File: config.mk
export PLATFORM = sky130hd
export DESIGN_NAME = dme_top
export DESIGN_NICKNAME = d
export VERILOG_FILES = /design/src/rtl/dme_pkg.sv /design/src/rtl/dme_slot_reg.sv /design/src/rtl/dme_edge_reg.sv /design/src/rtl/dme_top.sv
export SDC_FILE = /design/constraint.sdc
export NUM_CORES = 1
export LEC_CHECK = 0
export ABC_AREA = 0
export BUFFER_PORTS_ARGS = -buffer_cell sky130_fd_sc_hd__buf_2
export CAP_MARGIN = 15
export CORE_AREA = 2 2 39 41
export DETAILED_ROUTE_END_ITERATION = 6
export DIE_AREA = 0 0 41 43
export PLACE_DENSITY_LB_ADDON = 0.2
export SYNTH_ARGS = -nofsm -noshare
export SYNTH_HDL_FRONTEND = slang
export SYNTH_SLANG_ARGS = --single-unit
File: constraint.sdc
create_clock -name clk -period 1.8 [get_ports clk]
set_input_delay 0.18 -clock clk [delete_from_list [all_inputs] [get_ports clk]]
set_output_delay 0.18 -clock clk [all_outputs]
set_load 0.02 [all_outputs]
File: src/rtl/dme_pkg.sv
`timescale 1ns/1ps
package dme_pkg;

    // Level the line takes out of reset.
    localparam logic LINE_IDLE = 1'b0;

    // What the rising edge captured for the current bit period.
    typedef struct packed {
        logic active;   // period was opened with enable high
        logic bit_val;  // data bit of the period
    } dme_slot_t;

    localparam dme_slot_t SLOT_IDLE = '{active: 1'b0, bit_val: 1'b0};

    // Value an edge register must load so that the XOR line equals target.
    function automatic logic load_for_level(input logic target, input logic opposite);
        return target ^ opposite;
    endfunction

    // A mid-bit inversion is owed only by an enabled zero bit.
    function automatic logic wants_mid_flip(input dme_slot_t s);
        return s.active & ~s.bit_val;
    endfunction

endpackage

File: src/rtl/dme_slot_reg.sv
`timescale 1ns/1ps
module dme_slot_reg
    import dme_pkg::*;
(
    input  logic      clk,
    input  logic      rst,
    input  dme_slot_t slot_d,
    output dme_slot_t slot_q
);

    // Captured on the opening rising edge; the falling edge reads only this copy.
    always_ff @(posedge clk or posedge rst) begin
        if (rst) begin
            slot_q <= SLOT_IDLE;
        end else begin
            slot_q <= slot_d;
        end
    end

endmodule

File: src/rtl/dme_edge_reg.sv
`timescale 1ns/1ps
module dme_edge_reg
    import dme_pkg::*;
#(
    parameter bit FALLING = 1'b0
) (
    input  logic clk,
    input  logic rst,
    input  logic load,
    input  logic d,
    output logic q
);

    generate
        if (FALLING) begin : g_fall
            always_ff @(negedge clk or posedge rst) begin
                if (rst) begin
                    q <= LINE_IDLE;
                end else if (load) begin
                    q <= d;
                end
            end
        end else begin : g_rise
            always_ff @(posedge clk or posedge rst) begin
                if (rst) begin
                    q <= LINE_IDLE;
                end else if (load) begin
                    q <= d;
                end
            end
        end
    endgenerate

endmodule

File: src/rtl/dme_top.sv
`timescale 1ns/1ps
module dme_top
    import dme_pkg::*;
(
    input  logic clk,
    input  logic rst,
    input  logic tx_en,
    input  logic tx_bit,
    output logic line_out
);

    logic      rise_q;
    logic      fall_q;
    logic      rise_d;
    logic      fall_d;
    logic      fall_load;
    dme_slot_t slot_d;
    dme_slot_t slot_q;

    assign line_out = rise_q ^ fall_q;

    always_comb begin
        slot_d.active  = tx_en;
        slot_d.bit_val = tx_bit;
    end

    // Each edge aims for the inverse of the present line level.
    assign rise_d    = load_for_level(~line_out, fall_q);
    assign fall_d    = load_for_level(~line_out, rise_q);
    assign fall_load = wants_mid_flip(slot_q);

    dme_slot_reg u_slot (
        .clk    (clk),
        .rst    (rst),
        .slot_d (slot_d),
        .slot_q (slot_q)
    );

    dme_edge_reg #(.FALLING(1'b0)) u_rise (
        .clk  (clk),
        .rst  (rst),
        .load (tx_en),
        .d    (rise_d),
        .q    (rise_q)
    );

    dme_edge_reg #(.FALLING(1'b1)) u_fall (
        .clk  (clk),
        .rst  (rst),
        .load (fall_load),
        .d    (fall_d),
        .q    (fall_q)
    );

endmodule

==> results.json, run 1 <==
{
  "synth_flop_cell": "dfrtp_1",
  "synthXorXnorAreaFrac_pct": 18.3,
  "num_vias": 93,
  "syn_avg_cell_area_um2": 16.0,
  "r2r-start": "u_slot.slot_q[0]",
  "yosys_warnings": 0,
  "cp_max_fo": 2,
  "synth_top_family_by_area": "XOR/XNOR gates",
  "final-max-slew-violation-count": 0,
  "ys_seq_area_share_pct": 69.6,
  "die_height_um": 43,
  "wl_um": 249,
  "rsz0062_at_grt": "yes",
  "syn_nets": 13,
  "combPwrFrac_pct": 35.6,
  "synth_commonest_cells": "dfrtp_1 (3), xor2_1 (2)",
  "synth_edf_count": 0,
  "drive_gt1_share_pct": 52.6,
  "fin_skew_ns": 0.0126,
  "die_area_mm2": 0.00176,
  "start_kind": "register",
  "grt_pass1_wl_um": 448,
  "fin_setup_tns_ns": -0.266,
  "r2r-end": "u_fall.q",
  "power_switching_w": 0.000134,
  "crit_type": "register to output pin",
  "diodes": 0,
  "first_global_vias": 110,
  "maxSlewHeadroom_pct": 89.7,
  "power.clock.fraction_pct": 30.3,
  "cts_made_buffers": 3,
  "clk_pin_slew_ns": 0.04,
  "start_util_pct": 10.4,
  "arrival_ns": 1.89,
  "cts_tree": "done",
  "io_pins": 5,
  "ir_drop_mv": 0.698,
  "final.setup.worst_slack_ns": -0.266,
  "root_buffer": "clkbuf_4",
  "cp-end-kind": "output pin",
  "vias_per_cell": 2.66,
  "swShare_pct": 31.6,
  "drcViolationCount": 0,
  "ys_top_cells_by_area": "dfrtp_1 (52%), dfrtn_1 (17%), xor2_1 (12%)",
  "syn_area_um2": 144,
  "fill_cells": 156,
  "drv_cap": 0,
  "synthAdderAreaFrac_pct": 0,
  "cp.required_ns": 1.62,
  "worstSkewPairLatency_ns": 0.25,
  "syn_to_final_growth_pct": 67.8,
  "min_from": "tx_bit",
  "grt_remaining_overflow": 0,
  "worstHoldPathCells": 1,
  "r2r_setup_slack_ns": 0.16,
  "leakage_nw": 0.114,
  "antenna_found_initial": 0,
  "drt_iter0_markers": 1,
  "chipWidth_um": 41,
  "final-hold-violation-count": 0,
  "synth_simple_gate_area_share_pct": 9.57,
  "synth_top_cell_by_area": "dfrtp_1",
  "synth_compound_area_share_pct": 0,
  "hp-class": "primary input to register",
  "wire_per_inst_um": 7.11,
  "ant_nets": 0,
  "worst_slew_pin_slew_ns": 0.154,
  "synth.top_cell.area_share_pct": 52.2,
  "cts.sinks": 4,
  "first_pass_iters": 2,
  "grt_max_degree": 5,
  "power_w": 0.000423,
  "ys_ff_latch": 4,
  "async_flop_share_pct": 100,
  "postCtsSetupBuffers": 0,
  "synth_most_common_cell": "dfrtp_1",
  "gp_congestion": 0.537,
  "synthDistinctLibCells": 6,
  "synth_mux_area_share_pct": 0,
  "violations": "negative setup slack",
  "p_seq_share_pct": 34.1,
  "final_cell_mix": "clkbuf_4 (3), buf_2 (3), dfrtp_1 (3)",
  "num_rows": 14,
  "portBuffers": 4,
  "h-tree-depth": 1,
  "intPower_w": 0.000290,
  "setup_viol": 1,
  "powerDensity_mw_per_mm2": 1750,
  "core_area_mm2": 0.00138,
  "cts_buffer_depth": 2,
  "track_usage_pct": 4.95,
  "status": "finished, violations left",
  "fin_nets": 24,
  "worstRegToRegCells": 2,
  "hold_end": "u_slot.slot_q[0]",
  "synthCells": 9
}
routing by layer:
layer	part of all wire (%)	GRT usage (%)
met5	0	0
met1	48	4.59
met3	21	9.42
met4	0	2.00
met2	31	4.38
area by class of cell:
class / count / area [um2] / share of cell area, %
Sequential cell: 4 / 100 / 41.5
Clock buffer: 4 / 26.3 / 10.9
Inverter: 1 / 3.75 / 1.55
Timing Repair Buffer: 6 / 43.8 / 18.1
Tap cell: 16 / 20.0 / 8.29
Multi-Input combinational cell: 4 / 47.5 / 19.7
metrics by stage:
step	utilization, %	hold slack, ns	cells	instance area, um2	worst slack, ns
after floorplan	-	-0.0539	9	151	0.0163
after global placement	14.4	0.0620	30	199	0.00551
after detailed placement	14.4	0.0703	30	199	-0.0195
after CTS	17.2	0.0381	35	238	-0.277
after global routing	17.5	0.0332	35	241	-0.312
final	17.5	0.0451	35	241	-0.266
flip-flops by register name, indices dropped and copies added, names as in the netlist:
name / flops
u_slot.slot_q: 2
u_rise.q: 1
u_fall.q: 1
critical path, stage by stage, from the launching register on:
cell and delay (ns):
dfrtn_1 0.45, xor2_2 0.15, buf_6 0.13
worst max-delay path by stage:
| stage | start | end | slack, ns | depth (start not counted) |
|---|---|---|---|---|
| floorplan | u_fall.q | line_out | 0.02 | 1 |
| global placement | u_fall.q | line_out | 0.006 | 2 |
| detailed placement | u_fall.q | line_out | -0.02 | 2 |
| CTS | u_fall.q | line_out | -0.28 | 2 |
| global route | u_fall.q | line_out | -0.31 | 2 |
| finish | u_fall.q | line_out | -0.27 | 2 |
logic make-up (layout without fill, tap and decap cells):
kind of cell | Yosys count | in the layout
XOR/XNOR | 3 | 3
buffers and inverters | 1 | 11
flip-flops | 4 | 4
AND/OR/NAND/NOR | 1 | 1
power groups by stage:
| stage | combinational, W | clock [W] | sequential [W] |
|---|---|---|---|
| final | 0.000151 | 0.000128 | 0.000144 |
| after CTS | 0.000136 | 0.000135 | 0.000145 |
| after global placement | 0.000116 | 0 | 0.000145 |
| after detailed placement | 0.000119 | 0 | 0.000147 |
| after global routing | 0.000160 | 0.000148 | 0.000149 |
| after floorplan | 0.0000722 | 0 | 0.000144 |
what timing repair did:
item / 4_1_cts / 5_1_grt
hold endpoints to repair: 3 / 0
hold buffers: 1 / 0
gates resized for setup: 1 / 1
pin swaps: 1 / 1
setup endpoints to repair: 1 / 1
Note: power is estimated with default switching activity, not from simulation.
==> run 2: changes to the inputs <==
- ABC_AREA: 0 -> 1
- clock period: 1.8 -> 2.47 ns (I/O delays scaled with it)
==> run 2 against run 1 <==
The run now ends clean. Clock power shrank 30%. Non-clock buffer count up 1. Routed wire length up 2.4%. Cell area shrank 1.0%. Die area unchanged. Register-to-register slack improved by 0.38 ns. Core utilization shrank 0.18 points. Largest cell class unchanged. Largest power group is now sequential cells.
==> results.json, run 2 <==
{
  "status": "complete, no violations",
  "cp.required_ns": 2.22,
  "cts.sinks": 4,
  "yosys_warnings": 0,
  "slowest_stage": "dfrtn_1",
  "cpLargestDelayFamily": "flip-flops",
  "track_usage_pct": 5.15,
  "h-tree-depth": 1,
  "crit_type": "register to output pin",
  "first_global_vias": 139,
  "largest-register": "u_slot.slot_q",
  "diodes": 0,
  "worstSkewPairLatency_ns": 0.25,
  "io_pins": 5,
  "antenna_found_initial": 0,
  "grt_remaining_overflow": 0,
  "synth_commonest_cells": "dfrtp_1 (3), inv_1 (3), nand2_1 (3)",
  "final-max-slew-violation-count": 0,
  "ant_nets": 0,
  "vias_per_cell": 2.85,
  "synth_edf_count": 0,
  "core_area_mm2": 0.00138,
  "drt_iter0_markers": 2,
  "ys_top_cells_by_area": "dfrtp_1 (52%), dfrtn_1 (17%), xor2_1 (12%)",
  "hp-class": "primary input to register",
  "cp_max_fo": 2,
  "power_w": 0.000245,
  "rsz0062_at_grt": "yes",
  "chipWidth_um": 41,
  "clk_pin_slew_ns": 0.04,
  "gp_congestion": 0.589,
  "cts_tree": "done",
  "final_area_um2": 239,
  "start_kind": "register",
  "grt_pass1_wl_um": 517,
  "critPathLaunch": "u_fall.q",
  "fin_nets": 29,
  "drive_gt1_share_pct": 37.5,
  "syn_nets": 17,
  "die_area_mm2": 0.00176,
  "num_rows": 14,
  "ir_drop_mv": 0.405,
  "drcViolationCount": 0,
  "fin_skew_ns": 0.0138,
  "first_pass_iters": 4,
  "powerDensity_mw_per_mm2": 1020,
  "maxSlewHeadroom_pct": 89.4,
  "dpl_cell_area_um2": 185,
  "drv_cap": 0,
  "die_height_um": 43,
  "fill_cells": 156,
  "num_vias": 114,
  "portBuffers": 4,
  "min_from": "tx_bit",
  "r2r-start": "u_slot.slot_q[0]",
  "syn_to_final_growth_pct": 64.7,
  "cts_buffer_depth": 2,
  "wl_um": 255,
  "top_regs": "u_slot.slot_q (2), u_fall.q (1), u_rise.q (1)",
  "syn_avg_cell_area_um2": 11.2,
  "start_util_pct": 10.5,
  "cp-end-kind": "output pin",
  "root_buffer": "clkbuf_4",
  "max_stage_delay_ns": 0.41,
  "leakage_nw": 0.127,
  "syn_area_um2": 145,
  "path_cells": "xor2_1 > buf_4",
  "arrival_ns": 2.20,
  "worst_slew_pin_slew_ns": 0.158,
  "synthDistinctLibCells": 6,
  "grt_max_degree": 5,
  "ys_ff_latch": 4,
  "ys_seq_area_share_pct": 69.0,
  "synth_flop_cell": "dfrtp_1",
  "setup_viol": 0,
  "synth.top_cell.area_share_pct": 51.7,
  "synthCells": 13,
  "cts_made_buffers": 3,
  "largest_reg_flops": 2,
  "final-hold-violation-count": 0,
  "crit_buf_inv": 1,
  "wire_per_inst_um": 6.38,
  "synth_top_cell_by_area": "dfrtp_1",
  "async_flop_share_pct": 100
}
[run 2: changes by cell type after synthesis]
cell	previous run	this run
xnor2_1	1	0
nand2_1	0	3
nand3_1	0	1
inv_1	1	3
nand2b_4	1	0
[run 2: layout make-up]
cell class                 instances  area, um2  area share [%]
clock buffer                       4       26.3            11.0
inverter                           3       11.3            4.71
multi-input combinational          6       33.8            14.1
sequential                         4        100            41.9
tap                               16       20.0            8.38
timing repair buffer               7       47.5            19.9
[run 2: cell families after synthesis]
logic type,share of synthesized area [%]
and+or+nand+nor,11.2
buffers and inverters,7.76
xor gates and xnor gates,12.1
DFF,69.0
[run 2: final timing paths]
kind	to	cells past startpoint	slack, ns
max	line_out	2	0.02
min in group asynchronous	u_rise.q	3	0.44
max reg2reg	u_fall.q	4	0.54
max in group asynchronous	u_fall.q	3	0.74
min	u_slot.slot_q[0]	1	0.12
min reg2reg	u_rise.q	1	0.49
[run 2: repair_timing]
action,CTS,global route
buffers inserted,1,1
hold buffers,1,0
setup endpoints to repair,1,1
endpoints found under the hold margin,3,0
resized for setup,1,0
[run 2: through the flow]
stage	worst slack, ns	utilization [%]	setup TNS (ns)	hold WS (ns)	instances
after floorplan	0.204	-	0	0.0131	13
after global placement	0.251	13.4	0	0.133	33
after detailed placement	0.239	13.4	0	0.139	33
after CTS	0.00652	16.7	0	0.115	39
after global routing	-0.0256	17.3	-0.0256	0.116	40
final	0.0231	17.3	0	0.121	40
[run 2: report_power, final]
group	internal, W	leakage [nW]	switching (W)
clock network	0.0000607	0.0150	0.0000283
logic	0.0000341	0.0653	0.0000312
registers	0.0000796	0.0471	0.0000106
total	0.000174	0.127	0.0000701
[run 2: routing by layer]
metal | vias to the layer above | routed length, um | share of wire (%) | global-route usage [%]
li1 | 59 | - | - | -
met1 | 48 | 105 | 41 | 4.90
met2 | 7 | 100 | 39 | 5.63
met3 | 0 | 48 | 19 | 6.28
met4 | 0 | 0 | 0 | 4.00
met5 | - | 0 | 0 | 0
==> run 3: changes to the inputs <==
- CELL_PAD_IN_SITES_DETAIL_PLACEMENT: unset -> 0
- CELL_PAD_IN_SITES_GLOBAL_PLACEMENT: unset -> 1
==> run 3 against run 2 <==
Global-route usage is 1.1 points lower. Clock-buffer cell count stayed put. Flip-flop and latch count unchanged. Worst setup slack better by 0.011 ns. Largest cell class unchanged. Largest power group unchanged. Highest routed layer is now met4.
==> results.json, run 3 (synthesis gave the netlist of run 2 again) <==
{
  "status": "complete, no violations",
  "drt_iter0_markers": 0,
  "grt_max_degree": 5,
  "fin_nets": 29,
  "cp_max_fo": 2,
  "top_layer_used": "met4",
  "final-hold-violation-count": 0,
  "core_area_mm2": 0.00138,
  "grt_pass1_wl_um": 393,
  "met3_length_um": 17,
  "h-tree-depth": 1,
  "cts_tree": "done",
  "first_pass_iters": 1,
  "cp.required_ns": 2.22,
  "fill_cells": 151,
  "gp_congestion": 0.602,
  "ant_nets": 0,
  "worstSkewPairLatency_ns": 0.25,
  "vias_per_cell": 2.95,
  "chipWidth_um": 41,
  "worst_slew_pin_slew_ns": 0.136,
  "arrival_ns": 2.19,
  "max_stage_delay_ns": 0.41,
  "leakage_nw": 0.127,
  "diodes": 0,
  "io_pins": 5,
  "root_buffer": "clkbuf_4",
  "syn_to_final_growth_pct": 64.7,
  "final_core_util_pct": 17.3,
  "final-max-slew-violation-count": 0,
  "die_area_mm2": 0.00176,
  "die_height_um": 43,
  "clk_pin_slew_ns": 0.04,
  "maxSlewHeadroom_pct": 91.0,
  "wl_um": 236,
  "worstHoldPathCells": 1,
  "crit_type": "register to output pin",
  "num_rows": 14,
  "fin_setup_tns_ns": 0,
  "cp-end-kind": "output pin",
  "multi_input_area_um2": 33.8,
  "cpLargestDelayFamily": "flip-flops",
  "start_util_pct": 10.5,
  "first_global_vias": 104,
  "cts_buffer_depth": 2,
  "powerDensity_mw_per_mm2": 1020,
  "wl_met1_um": 106,
  "track_usage_pct": 4.03,
  "crit_buf_inv": 1,
  "top_regs": "u_slot.slot_q (2), u_fall.q (1), u_rise.q (1)",
  "power_w": 0.000244,
  "cts.sinks": 4,
  "grt_remaining_overflow": 0,
  "critical_path_depth": 2,
  "wire_per_inst_um": 5.90,
  "fin_skew_ns": 0.00909,
  "hp-class": "primary input to register",
  "ir_drop_mv": 0.277,
  "cts_made_buffers": 3,
  "drcViolationCount": 0,
  "num_vias": 118,
  "wl_met2_um": 97,
  "worstRegToRegCells": 4,
  "largest-register": "u_slot.slot_q",
  "largest_reg_flops": 2,
  "start_kind": "register",
  "whs_ns": 0.115,
  "slowest_stage": "dfrtn_1",
  "seq_area_um2": 100,
  "setup_viol": 0,
  "rsz0062_at_grt": "yes",
  "portBuffers": 4,
  "path_cells": "xor2_1 > buf_4",
  "antenna_found_initial": 0,
  "drv_cap": 0,
  "drive_gt1_share_pct": 37.5
}
-- run 3: cell counts in the layout (fill, tap and decap cells not counted) --
Identical to the previous run, type by type.
-- run 3: per-layer routing --
metal,up-vias,global-route usage (%)
met1,50,3.91
met5,-,0
met4,0,8.00
li1,59,-
met3,2,1.57
met2,7,4.06
-- run 3: cell type report --
class | count | share of cell area (%)
tap | 16 | 8.38
timing repair buffer | 7 | 19.9
multi-input combinational | 6 | 14.1
clock buffer | 4 | 11.0
sequential | 4 | 41.9
inverter | 3 | 4.71
-- run 3: report_power, final --
part | internal (W) | switching [W]
Combinational | 0.0000341 | 0.0000317
Sequential | 0.0000796 | 0.0000103
Clock | 0.0000607 | 0.0000280
Total | 0.000174 | 0.0000700
-- run 3: worst reg2reg max path, stage by stage (launching register included) --
cell and delay (ns):
dfrtp_1 0.35, inv_1 0.06, nand2_1 0.05, nand2_1 0.05, nand2_1 0.05
-- run 3: stage by stage --
step / setup slack (ns) / cell area (um2) / std cells
after floorplan: 0.204 / 145 / 13
after global placement: 0.254 / 185 / 33
after detailed placement: 0.248 / 185 / 33
after CTS: 0.0211 / 231 / 39
after global routing: -0.0251 / 239 / 40
final: 0.0345 / 239 / 40
-- run 3: what timing repair did --
action,in CTS,in global routing
setup endpoints to repair,1,1
resized for setup,1,0
buffers inserted,1,1
hold buffers,1,0
cloned,0,0
endpoints found under the hold margin,3,0
-- run 3: path summary, 6_finish.rpt --
kind | slack, ns | end | start
max reg2reg | 0.52 | u_fall.q | u_slot.slot_q[0]
max in group asynchronous | 0.76 | u_fall.q | rst
min | 0.11 | u_slot.slot_q[0] | tx_bit
max | 0.03 | line_out | u_fall.q
min in group asynchronous | 0.42 | u_slot.slot_q[1] | rst
min reg2reg | 0.49 | u_rise.q | u_rise.q
